$ cat src/rtl/shiftAddPkg.sv
package shiftAddPkg;

  // Strobes from the controller to the datapath; at most one is high per cycle.
  typedef struct packed {
    logic load;      // capture operands, zero the product
    logic loadProd;  // write adder sum into the upper half
    logic shift;     // shift product and multiplier right
  } mulStrobes_t;

  typedef enum logic [1:0] {
    ST_IDLE  = 2'd0,
    ST_ADD   = 2'd1,
    ST_SHIFT = 2'd2,
    ST_FIN   = 2'd3
  } mulState_t;

endpackage

$ cat src/rtl/rippleAdder.sv
module rippleAdder #(
  parameter int W = 4
) (
  input  logic [W-1:0] a,
  input  logic [W-1:0] b,
  output logic [W-1:0] sum,
  output logic         cout
);

  logic carry;

  always_comb begin
    carry = 1'b0;
    sum   = '0;
    for (int i = 0; i < W; i++) begin
      sum[i] = a[i] ^ b[i] ^ carry;
      carry  = (a[i] & b[i]) | (carry & (a[i] ^ b[i]));
    end
    cout = carry;
  end

endmodule

$ cat src/rtl/shiftAddDatapath.sv
module shiftAddDatapath
  import shiftAddPkg::*;
#(
  parameter int W = 4
) (
  input  logic          clk,
  input  logic          clr,
  input  mulStrobes_t   strobes,
  input  logic [W-1:0]  mcandIn,
  input  logic [W-1:0]  mplierIn,
  output logic [2*W-1:0] product
);

  localparam int PW = 2 * W;

  logic [W-1:0]  mcandQ;
  logic [W-1:0]  mplierQ;
  logic [PW-1:0] prodQ;
  logic          carryQ;   // carry of the sum most recently stored

  logic [W-1:0]  addend;
  logic [W-1:0]  sum;
  logic          sumCarry;

  // Multiplier LSB gates the multiplicand onto the adder.
  assign addend = mplierQ[0] ? mcandQ : '0;

  rippleAdder #(.W(W)) u_adder (
    .a    (prodQ[PW-1:W]),
    .b    (addend),
    .sum  (sum),
    .cout (sumCarry)
  );

  // Multiplicand register.
  always_ff @(posedge clk or posedge clr) begin
    if (clr)               mcandQ <= '0;
    else if (strobes.load) mcandQ <= mcandIn;
  end

  // Multiplier register: load wins over shift.
  always_ff @(posedge clk or posedge clr) begin
    if (clr)                mplierQ <= '0;
    else if (strobes.load)  mplierQ <= mplierIn;
    else if (strobes.shift) mplierQ <= {1'b0, mplierQ[W-1:1]};
  end

  // Product register and the carry captured with each stored sum.
  always_ff @(posedge clk or posedge clr) begin
    if (clr) begin
      prodQ  <= '0;
      carryQ <= 1'b0;
    end else if (strobes.load) begin
      prodQ  <= '0;
      carryQ <= 1'b0;
    end else if (strobes.loadProd) begin
      prodQ[PW-1:W] <= sum;
      carryQ        <= sumCarry;
    end else if (strobes.shift) begin
      prodQ <= {carryQ, prodQ[PW-1:1]};
    end
  end

  assign product = prodQ;

endmodule

$ cat src/rtl/shiftAddControl.sv
module shiftAddControl
  import shiftAddPkg::*;
#(
  parameter int W = 4
) (
  input  logic        clk,
  input  logic        clr,
  input  logic        start,
  output mulStrobes_t strobes,
  output logic        done
);

  localparam int CW = (W > 1) ? $clog2(W) : 1;
  localparam logic [CW-1:0] LAST_ITER = CW'(W - 1);

  mulState_t     stateQ;
  mulState_t     stateD;
  logic [CW-1:0] iterQ;

  always_ff @(posedge clk or posedge clr) begin
    if (clr) begin
      stateQ <= ST_IDLE;
      iterQ  <= '0;
    end else begin
      stateQ <= stateD;
      if (stateQ == ST_IDLE)       iterQ <= '0;
      else if (stateQ == ST_SHIFT) iterQ <= iterQ + 1'b1;
    end
  end

  always_comb begin
    stateD  = stateQ;
    strobes = '0;
    done    = 1'b0;
    unique case (stateQ)
      ST_IDLE: begin
        if (start) begin
          strobes.load = 1'b1;
          stateD       = ST_ADD;
        end
      end
      ST_ADD: begin
        strobes.loadProd = 1'b1;
        stateD           = ST_SHIFT;
      end
      ST_SHIFT: begin
        strobes.shift = 1'b1;
        stateD        = (iterQ == LAST_ITER) ? ST_FIN : ST_ADD;
      end
      ST_FIN: begin
        done   = 1'b1;
        stateD = ST_IDLE;
      end
      default: stateD = ST_IDLE;
    endcase
  end

endmodule

$ cat src/rtl/shiftAddMultiplier.sv
module shiftAddMultiplier
  import shiftAddPkg::*;
#(
  parameter int W = 4
) (
  input  logic           clk,
  input  logic           clr,
  input  logic           start,
  input  logic [W-1:0]   mcandIn,
  input  logic [W-1:0]   mplierIn,
  output logic [2*W-1:0] product,
  output logic           done
);

  mulStrobes_t strobes;

  shiftAddControl #(.W(W)) u_control (
    .clk     (clk),
    .clr     (clr),
    .start   (start),
    .strobes (strobes),
    .done    (done)
  );

  shiftAddDatapath #(.W(W)) u_datapath (
    .clk      (clk),
    .clr      (clr),
    .strobes  (strobes),
    .mcandIn  (mcandIn),
    .mplierIn (mplierIn),
    .product  (product)
  );

endmodule

$ cat config.mk
export PLATFORM = sky130hd
export DESIGN_NAME = shiftAddMultiplier
export DESIGN_NICKNAME = d
export VERILOG_FILES = /design/src/rtl/shiftAddPkg.sv /design/src/rtl/rippleAdder.sv /design/src/rtl/shiftAddDatapath.sv /design/src/rtl/shiftAddControl.sv /design/src/rtl/shiftAddMultiplier.sv
export SDC_FILE = /design/constraint.sdc
export NUM_CORES = 1
export LEC_CHECK = 0
export ABC_AREA = 1
export BUFFER_PORTS_ARGS = -buffer_cell sky130_fd_sc_hd__clkbuf_2
export CAP_MARGIN = 10
export CORE_MARGIN = 2
export CORE_UTILIZATION = 40
export CTS_BUF_LIST = sky130_fd_sc_hd__clkbuf_4
export CTS_CLUSTER_DIAMETER = 100
export DETAILED_ROUTE_END_ITERATION = 16
export GPL_TIMING_DRIVEN = 0
export PLACE_DENSITY = 0.68
export SYNTH_ARGS = -nofsm -noshare
export SYNTH_HDL_FRONTEND = slang
export SYNTH_SLANG_ARGS = --single-unit
$ cat constraint.sdc
create_clock -name clk -period 3.55 [get_ports clk]
set_input_delay 0.1775 -clock clk [delete_from_list [all_inputs] [get_ports clk]]
set_output_delay 0.1775 -clock clk [all_outputs]
set_load 0.01 [all_outputs]
# Word-level counts from Yosys, hierarchy flattened
# Cells that the tools add are included.
[op_classes]
n_addsub = 1
n_eq_ne = 6
mux = 19
bitwise_logic = 17
n_reduce_logical = 6
[op_table]
columns = ["operator", "count"]
rows = [
  ["2-to-1 mux 4 bit", 5],
  ["2-to-1 mux 8 bit", 2],
  ["2-to-1 mux 2 bit", 4],
  ["one-hot mux 2 bit (4 select lines)", 1],
  ["bitwise AND 1 bit", 7],
  ["2-to-1 mux 1 bit", 7],
  ["bitwise XOR 1 bit", 7],
  ["equality test 2 bit, second input constant", 3],
  ["nonzero test 2 bit", 3],
  ["OR 1 bit", 3],
  ["nonzero test 3 bit", 1],
  ["adder 2 x 1 -> 2 bit, second input constant", 1],
  ["equality test 2 x 1 -> 1 bit, second input constant", 1],
  ["logical NOT 2 bit", 1],
  ["inequality test 2 x 1 -> 1 bit, second input constant", 1],
  ["inequality test 2 bit, second input constant", 1],
  ["AND reduction 2 bit", 1],
]
[word_totals]
ff_bits = 21
in_bits = 11
out_inout_bits = 9

# Longest topological paths before layout
# Gate-level depths: netlist of the first run.
[depth]
depth_word = 10
ltp_mapped = 12
ltp_nobuf = 12

# Modules after synthesis
# From an unflattened synthesis of the first run, not the netlist that was laid out.
[hier_totals]
cells_unflattened = 150
area_unflattened_um2 = 1156.1
[modules_own_cells]
columns = ["module", "instances", "cells_each", "area_each_um2"]
rows = [
  ["shiftAddDatapath", 1, 110, 840.8],
  ["shiftAddControl", 1, 26, 205.2],
  ["rippleAdder", 1, 14, 110.1],
]

# Worst setup path after synthesis of the first run
# OpenSTA, ideal clock, no wires.
[synth_path]
kind = "register to register"
from = "register u_datapath.mplierQ[0]"
to = "register u_datapath.prodQ[7] (netlist: u_datapath.product[7])"
setup_ns = 0.117
arrival_time_ns = 1.853
path_slack_ns = 1.580
stages_incl_launch_ff = 13
synth_period_minus_slack_ns = 1.970
cell_sequence = "dfrtp_1 > nand2_1 > inv_1 > ha_1 > fa_1 > inv_1 > fa_1 > fa_1 > inv_1 > nand2_1 > nand2_1 > nand2_1 > nand2_1"
[synth_between]
elab_chain_cells = 9
elab_cells_between_ends = 14
cone_classes = "mux (3); bitwise (11)"
[synth_rtl]
columns = ["element", "line", "text"]
rows = [
  ["start, declared", "shiftAddDatapath.sv:17", "logic [W-1:0] mplierQ;"],
  ["start signal, assigned", "shiftAddDatapath.sv:44", "else if (strobes.load) mplierQ <= mplierIn;"],
  ["start signal, assigned", "shiftAddDatapath.sv:45", "else if (strobes.shift) mplierQ <= {1'b0, mplierQ[W-1:1]};"],
  ["2-to-1 mux 4 bit (*)", "shiftAddDatapath.sv:26", "assign addend = mplierQ[0] ? mcandQ : '0;"],
  ["bitwise AND 1 bit / bitwise XOR 1 bit (equally long branches)", "rippleAdder.sv:17", "carry = (a[i] & b[i]) | (carry & (a[i] ^ b[i]));"],
  ["bitwise AND 1 bit", "rippleAdder.sv:17", ""],
  ["OR 1 bit", "rippleAdder.sv:17", ""],
  ["bitwise AND 1 bit", "rippleAdder.sv:17", ""],
  ["OR 1 bit", "rippleAdder.sv:17", ""],
  ["bitwise XOR 1 bit (*)", "rippleAdder.sv:16", "sum[i] = a[i] ^ b[i] ^ carry;"],
  ["2-to-1 mux 4 bit (*)", "shiftAddDatapath.sv:56", "end else if (strobes.loadProd) begin"],
  ["2-to-1 mux 8 bit (*)", "shiftAddDatapath.sv:53", "end else if (strobes.load) begin"],
  ["end signal, assigned by index", "shiftAddDatapath.sv:57", "prodQ[PW-1:W] <= sum;"],
  ["end signal, assigned", "shiftAddDatapath.sv:60", "prodQ <= {carryQ, prodQ[PW-1:1]};"],
  ["end, declared", "shiftAddDatapath.sv:18", "logic [PW-1:0] prodQ;"],
]
# Every way passes the cells marked *; elsewhere a longest branch is shown, timed or not.
# A chain may end at the register's enable or synchronous reset.

# Worst setup path after layout of the first run
# Same ends and word-level chain as after synthesis.

==> results of run 1 <==
layout make-up:
cell class	instances	area share
multi-input cells	96	0.395
clock buffers	4	0.0235
plain buffers	3	0.0166
flip-flops and latches	21	0.411
well taps	31	0.0303
repair buffers	19	0.0743
inverters	17	0.0499
layer usage:
layer,wire [um],global-route usage,vias to the layer above,part of all wire
met1,1000,0.191,434,0.48
met3,94,0.0300,5,0.045
met2,943,0.224,21,0.45
met5,0,0,-,0
met4,40,0.0598,0,0.019
li1,-,-,477,-
metrics by stage:
| step | hold WS, ns | instances | total power [mW] |
|---|---|---|---|
| CTS | 0.0200 | 191 | 0.960 |
| finish | -0.0246 | 191 | 0.953 |
| detailed placement | 0.366 | 187 | 0.837 |
| floorplan | 0.154 | 137 | 0.715 |
| global route | 0.0430 | 191 | 1.05 |
| global placement | 0.346 | 187 | 0.820 |
critical path, cell delays in order, from the launching register on:
cell	delay, ns
dfrtp_1	0.43
nand2_1	0.07
inv_1	0.05
ha_1	0.14
fa_1	0.17
inv_1	0.05
fa_1	0.39
fa_1	0.49
inv_1	0.04
nand2_1	0.05
nand2_1	0.05
nand2_1	0.05
nand2_1	0.05
cells by family (layout without fill, tap and decap cells):
group	count (synthesis)	in the layout
adder cells (fa/ha/maj)	9	9
flip-flops	21	21
AO/OA/AOI/OAI	4	4
buffers and inverters	20	43
AND/OR/NAND/NOR	83	83
Yosys cell counts, drive strengths merged (2+ instances only):
master	instances	area, um2
nand2	62	240
nand3	16	80.1
inv	16	60.1
dfrtp	21	526
buf	3	21.3
a21oi	2	10.0
nand4	4	25.0
ha	6	75.1
fa	3	60.1
flip-flops by register name (all words and copies together), names as in the netlist:
signal              cells
u_datapath.carryQ       1
u_control.stateQ        2
u_datapath.mcandQ       4
u_datapath.mplierQ      4
u_control.iterQ         2
u_datapath.product      8
cells in the final DEF (no fill, tap or decap):
cell type,synthesis,final
a21oi_1,2,2
inv_1,15,15
clkbuf_4,0,4
nand4_1,4,4
nand3_1,16,16
clkinv_1,1,1
inv_2,1,1
clkbuf_2,0,19
ha_1,6,6
buf_2,2,2
o21ai_0,1,1
dfrtp_1,21,21
nand2_1,59,59
nor2_1,1,1
fa_1,3,3
buf_6,1,1
a31oi_1,1,1
nand2_2,3,3
path summary, 6_finish.rpt:
path,from,to,slack [ns],depth (start not counted)
max in group asynchronous,clr,u_control.stateQ[0]$_DFFE_PP0P_,3.09,2
min in group clk,mcandIn[2],u_datapath.mcandQ[2]$_DFFE_PP0P_,0.06,3
hold / removal,clr,u_control.iterQ[1]$_DFFE_PP0P_,-0.02,2
hold reg to reg,u_datapath.product[0]$_DFFE_PP0P_,u_datapath.product[0]$_DFFE_PP0P_,0.49,2
setup reg to reg,u_datapath.mplierQ[0]$_DFFE_PP0P_,u_datapath.product[7]$_DFFE_PP0P_,1.43,12
setup / recovery,u_datapath.mplierQ[0]$_DFFE_PP0P_,u_datapath.product[7]$_DFFE_PP0P_,1.43,12
power by group through the flow:
stage | logic (mW) | registers [mW] | clock network (mW)
6_report | 0.431 | 0.398 | 0.123
3_3_place_gp | 0.420 | 0.400 | 0
5_1_grt | 0.499 | 0.412 | 0.138
4_1_cts | 0.435 | 0.398 | 0.127
2_1_floorplan | 0.318 | 0.397 | 0
3_5_place_dp | 0.435 | 0.401 | 0
==> impl_metrics.yaml, run 1 <==
status:
  status: "complete, but fails checks"
  violations: "hold timing"
sta:
  setup_viol: 0
  rsz0062_at_grt: "no"
  hold_viol: 21
  min_period_over_period: 0.597
  fin_hold_ws_ns: -0.0246
  drv_slew: 0
  max-slew-margin-rel: 0.478
  fin_tns_setup_ns: 0
  tightest_slew_ns: 0.782
  timing.final.ws_setup_ns: 1.43
  skew_ns: 0.00347
  fin_crit_ns: 2.12
  clock.fmax_mhz: 472
synthesis:
  synth_top_family_by_area: "simple AND/OR/NAND/NOR gates"
  synth-compound-area-share: 0.0191
  synth_cell_type_count: 16
  syn-num-nets: 157
  yosysSeqAreaShare: 0.471
  synth-xor-area-share: 0
  yosysWarningCount: 0
  synth_area_per_cell_um2: 8.15
  synth_cells: 137
  synthMuxAreaShare: 0
  netlist_area_um2: 1120
  synth_ff_type: "dfrtp_1"
  synth_fa_ha_area_frac: 0.121
  synth_seq_cells: 21
  synth_edf_count: 0
  async_reset_ff_frac: 1.00
  yosys.area_share.simple: 0.313
route:
  drt_wl_total_um: 2080
  dr.pass1.iters: 4
  drtAntennaViolNets: 0
  routed_via_density: 4.91
  drc: 0
  drt_iter0_drc: 9
  vias: 937
  drt-wirelength-per-cell_um: 10.9
clocking:
  cts_buffer_depth: 2
  worstSkewPairLatency_ns: 0.31
  clock-sinks: 21
  path_clk_slew_ns: 0.11
  clock-root-buffer: "clkbuf_4"
  h-tree-depth: 1
  post_cts_buffers: 0
  postCtsHoldBufs: 0
  numCtsBuffers: 3
  cts_tree: "built"
  ctsResizeCount: 0
global_routing:
  grt_pass1_wl_um: 3620
  antenna_found_initial: 0
  grt_usage: 0.143
  grt_max_degree: 22
  overflow: 0
  grt_pass1_vias: 844
placement:
  place_congestion: 0.764
  dp.final_hpwl_um: 1580
  numPortBuffers: 19
  pre_cts_ws_ns: 1.47
  placed_area_um2: 1250
power:
  p_switching_uw: 422
  switching_share: 0.443
  power_density_nw_per_um2: 744
  max-vdd-ir-drop_v: 0.000501
  internal-power_uw: 531
  comb_power_share: 0.452
  pwr-share-clk: 0.130
  power.leakage_nw: 0.759
  seqPwrFrac: 0.418
cells_and_area:
  drive_gt1_frac: 0.188
  nFillCells: 289
  final-seq-area_um2: 526
  area_growth_pct: 14.7
  insertedDiodeCount: 0
  multi_input_area_um2: 505
  final_util: 0.472
  final_nets: 181
  final_area_um2: 1280
floorplan:
  dieArea_um2: 3230
  core_um2: 2710
  start_util: 0.412
  rows: 19
  ios: 20
  fp.dieH_um: 56.8
  dieWidth_um: 56.8
job:
  maxCapViolCount: 0
worst_setup_path:
  crit_required_ns: 3.76
  worstSetupEndpointType: "flop"
  start_kind: "flop"
  path_class: "reg2reg"
  worst-path-max-fanout: 5
  cp_data_arrival_time_ns: 2.33
min_path:
  hp-class: "in2async"
Note: power is estimated with default switching activity, not from simulation.
==> run 2: changes to the inputs <==
--- a/config.mk
+++ b/config.mk
@@ -5,7 +5,7 @@
 export SDC_FILE = /design/constraint.sdc
 export NUM_CORES = 1
 export LEC_CHECK = 0
-export ABC_AREA = 1
+export ABC_AREA = 0
 export BUFFER_PORTS_ARGS = -buffer_cell sky130_fd_sc_hd__clkbuf_2
 export CAP_MARGIN = 10
 export CORE_MARGIN = 2
@@ -14,7 +14,7 @@
 export CTS_CLUSTER_DIAMETER = 100
 export DETAILED_ROUTE_END_ITERATION = 16
 export GPL_TIMING_DRIVEN = 0
-export PLACE_DENSITY = 0.68
+export PLACE_DENSITY = 0.71
 export SYNTH_ARGS = -nofsm -noshare
 export SYNTH_HDL_FRONTEND = slang
 export SYNTH_SLANG_ARGS = --single-unit
==> constraint.sdc (replaced) <==
create_clock -name clk -period 1.8 [get_ports clk]
set_input_delay 0.09 -clock clk [delete_from_list [all_inputs] [get_ports clk]]
set_output_delay 0.09 -clock clk [all_outputs]
set_load 0.01 [all_outputs]
==> run 2 against run 1 <==
Effect of this change:
- the flow finishes with violations (setup timing)
- setup slack worse by 1.7 ns
- synthesized area shrank 3.5%
- routed wire length is 6.8% lower
- clock-buffer cell count stayed put
- final area is 6.5% higher
- die area fell by 3.2%
- via count down 14%
- largest power group unchanged
- highest routed layer is now met3
==> impl_metrics.yaml, run 2 <==
status:
  status: "complete, but fails checks"
  violations: "setup timing"
sta:
  rsz0062_at_grt: "yes"
  max-slew-margin-rel: 0.470
  timing.final.ws_setup_ns: -0.245
  tightest_slew_ns: 0.793
  setup_viol: 2
  fin_crit_ns: 2.05
  min_period_over_period: 1.14
  skew_ns: 0.00244
  fin_hold_ws_ns: 0.0709
  clock.fmax_mhz: 489
  hold_viol: 0
  drv_slew: 0
cells_and_area:
  nFillCells: 226
  final_nets: 156
  final_area_um2: 1360
  area_growth_pct: 26.6
  drive_gt1_frac: 0.267
  final-seq-area_um2: 526
  multi_input_area_um2: 523
  insertedDiodeCount: 0
  largest_reg_flops: 8
  final_cell_mix: "nand2_1 (23), dfrtp_1 (21), clkbuf_2 (19)"
  final_common_cell: "nand2_1"
clocking:
  numCtsBuffers: 3
  clock-sinks: 21
  worstSkewPairLatency_ns: 0.30
  cts_tree: "built"
  h-tree-depth: 1
  path_clk_slew_ns: 0.11
  clock-root-buffer: "clkbuf_4"
  cts_buffer_depth: 2
global_routing:
  antenna_found_initial: 0
  grt_pass1_vias: 778
  grt_max_degree: 22
  grt_pass1_wl_um: 3350
  grt_usage: 0.133
  overflow: 0
placement:
  pre_cts_ws_ns: -0.293
  dp.final_hpwl_um: 1350
  placed_area_um2: 1220
  place_congestion: 0.776
  numPortBuffers: 19
synthesis:
  syn-num-nets: 122
  yosys-top-cells-area: "dfrtp_1 (49%), nand2_1 (8.0%), ha_1 (7.0%)"
  synth_top_family_by_area: "simple AND/OR/NAND/NOR gates"
  synth_edf_count: 0
  synth_cell_type_count: 23
  synth_top_area_frac: 0.488
  synth_area_per_cell_um2: 10.6
  async_reset_ff_frac: 1.00
  synth_most_common_cell: "nand2_1"
  synth_cells: 102
  yosys.area_share.simple: 0.142
  synthMuxAreaShare: 0.0557
  synth-xor-area-share: 0.00813
  yosys.area.top_type: "dfrtp_1"
  synth_seq_cells: 21
  yosysWarningCount: 0
  netlist_area_um2: 1080
  yosysSeqAreaShare: 0.488
  synth_ff_type: "dfrtp_1"
  synth_fa_ha_area_frac: 0.125
  yosys-top-cells-count: "nand2_1 (23), dfrtp_1 (21)"
  synth-compound-area-share: 0.130
route:
  drt_wl_total_um: 1940
  drc: 0
  drt_iter0_drc: 25
  vias: 810
  drt-wirelength-per-cell_um: 11.8
  drtAntennaViolNets: 0
  dr.pass1.iters: 4
  routed_via_density: 4.91
min_path:
  hp-start: "start"
  min_to: "u_control.stateQ[0]$_DFFE_PP0P_"
  hp-class: "in2reg"
  min_path_cells: 3
floorplan:
  core_um2: 2520
  start_util: 0.427
  ios: 20
  dieWidth_um: 55.9
  fp.dieH_um: 55.9
  rows: 18
  dieArea_um2: 3120
power:
  power_density_nw_per_um2: 1610
  max-vdd-ir-drop_v: 0.000911
  power.leakage_nw: 0.661
job:
  maxCapViolCount: 0
worst_setup_path:
  path_class: "reg2reg"
  reg2reg_slack_ns: -0.25
  start_kind: "flop"
  worst-path-max-fanout: 3
  cp_data_arrival_time_ns: 2.26
  regToRegEndpoint: "u_datapath.product[7]$_DFFE_PP0P_"
  worstSetupEndpointType: "flop"
  reg2reg_from: "u_datapath.mplierQ[0]$_DFFE_PP0P_"
  reg2reg_depth: 9
  crit_required_ns: 2.02
-- run 2: cell count changes after synthesis, sizes merged, moves of 4 or more --
cell,before,now
mux2i,0,6
nand2,62,23
nand4,4,0
inv,16,6
o21ai,1,6
nand3,16,0
a22o,0,4
-- run 2: area by class of cell --
class / instances / area share
multi-input combinational: 70 / 0.383
buffer: 5 / 0.0239
tap: 30 / 0.0275
clock buffer: 4 / 0.0220
timing repair buffer: 29 / 0.141
inverter: 6 / 0.0165
sequential: 21 / 0.385
-- run 2: worst max-delay path, cell delays in order (launching register included) --
cell	delay, ns
dfrtp_1	0.41
and2_4	0.15
ha_4	0.15
fa_2	0.34
inv_2	0.06
fa_2	0.19
fa_1	0.40
nand2_1	0.08
o2111ai_2	0.09
o31ai_1	0.09
-- run 2: per-layer routing --
layer	share of wire	vias up	global-route usage	wire length, um
li1	-	407	-	-
met1	0.47	382	0.165	909
met2	0.49	21	0.231	944
met3	0.044	0	0.0442	86
met4	0	0	0.0204	0
met5	0	-	0	0
-- run 2: worst max path at each step --
stage / start / endpoint / slack [ns] / cells past startpoint
finish: u_datapath.mplierQ[0]$_DFFE_PP0P_ / u_datapath.product[7]$_DFFE_PP0P_ / -0.25 / 9
global route: u_datapath.mplierQ[0]$_DFFE_PP0P_ / u_datapath.product[7]$_DFFE_PP0P_ / -0.36 / 9
CTS: u_datapath.mplierQ[0]$_DFFE_PP0P_ / u_datapath.product[7]$_DFFE_PP0P_ / -0.25 / 9
detailed placement: u_datapath.mplierQ[0]$_DFFE_PP0P_ / u_datapath.product[7]$_DFFE_PP0P_ / -0.29 / 9
global placement: u_datapath.mplierQ[0]$_DFFE_PP0P_ / u_datapath.product[7]$_DFFE_PP0P_ / -0.28 / 9
floorplan: u_datapath.mplierQ[0]$_DFFE_PP0P_ / u_datapath.product[7]$_DFFE_PP0P_ / -0.21 / 9
-- run 2: repair_timing --
action | in CTS | in global routing
setup buffers | 1 | 0
resized for setup | 0 | 3
endpoints found under the hold margin | 29 | 0
setup endpoints to repair | 3 | 3
pin swaps | 1 | 1
hold buffers | 9 | 0
-- run 2: cell families after synthesis --
kind of cell / count (synthesis)
AO/OA/AOI/OAI: 21
XOR/XNOR: 1
adder cells (fa/ha/maj): 9
buffers and inverters: 11
flip-flops: 21
multiplexers: 6
AND/OR/NAND/NOR: 33
-- run 2: where the power goes --
part | total [mW] | switching (mW) | internal [mW] | leakage, nW
Combinational | 1.09 | 0.593 | 0.500 | 0.374
Sequential | 0.858 | 0.168 | 0.690 | 0.269
Clock | 0.238 | 0.137 | 0.101 | 0.0184
-- run 2: stage by stage --
step	setup TNS (ns)	instances	total power [mW]	util
after global routing	-0.633	165	2.40	0.541
after floorplan	-0.209	102	1.63	-
final	-0.328	165	2.19	0.541
after detailed placement	-0.443	151	1.90	0.483
after global placement	-0.387	151	1.85	0.483
after CTS	-0.339	165	2.17	0.533
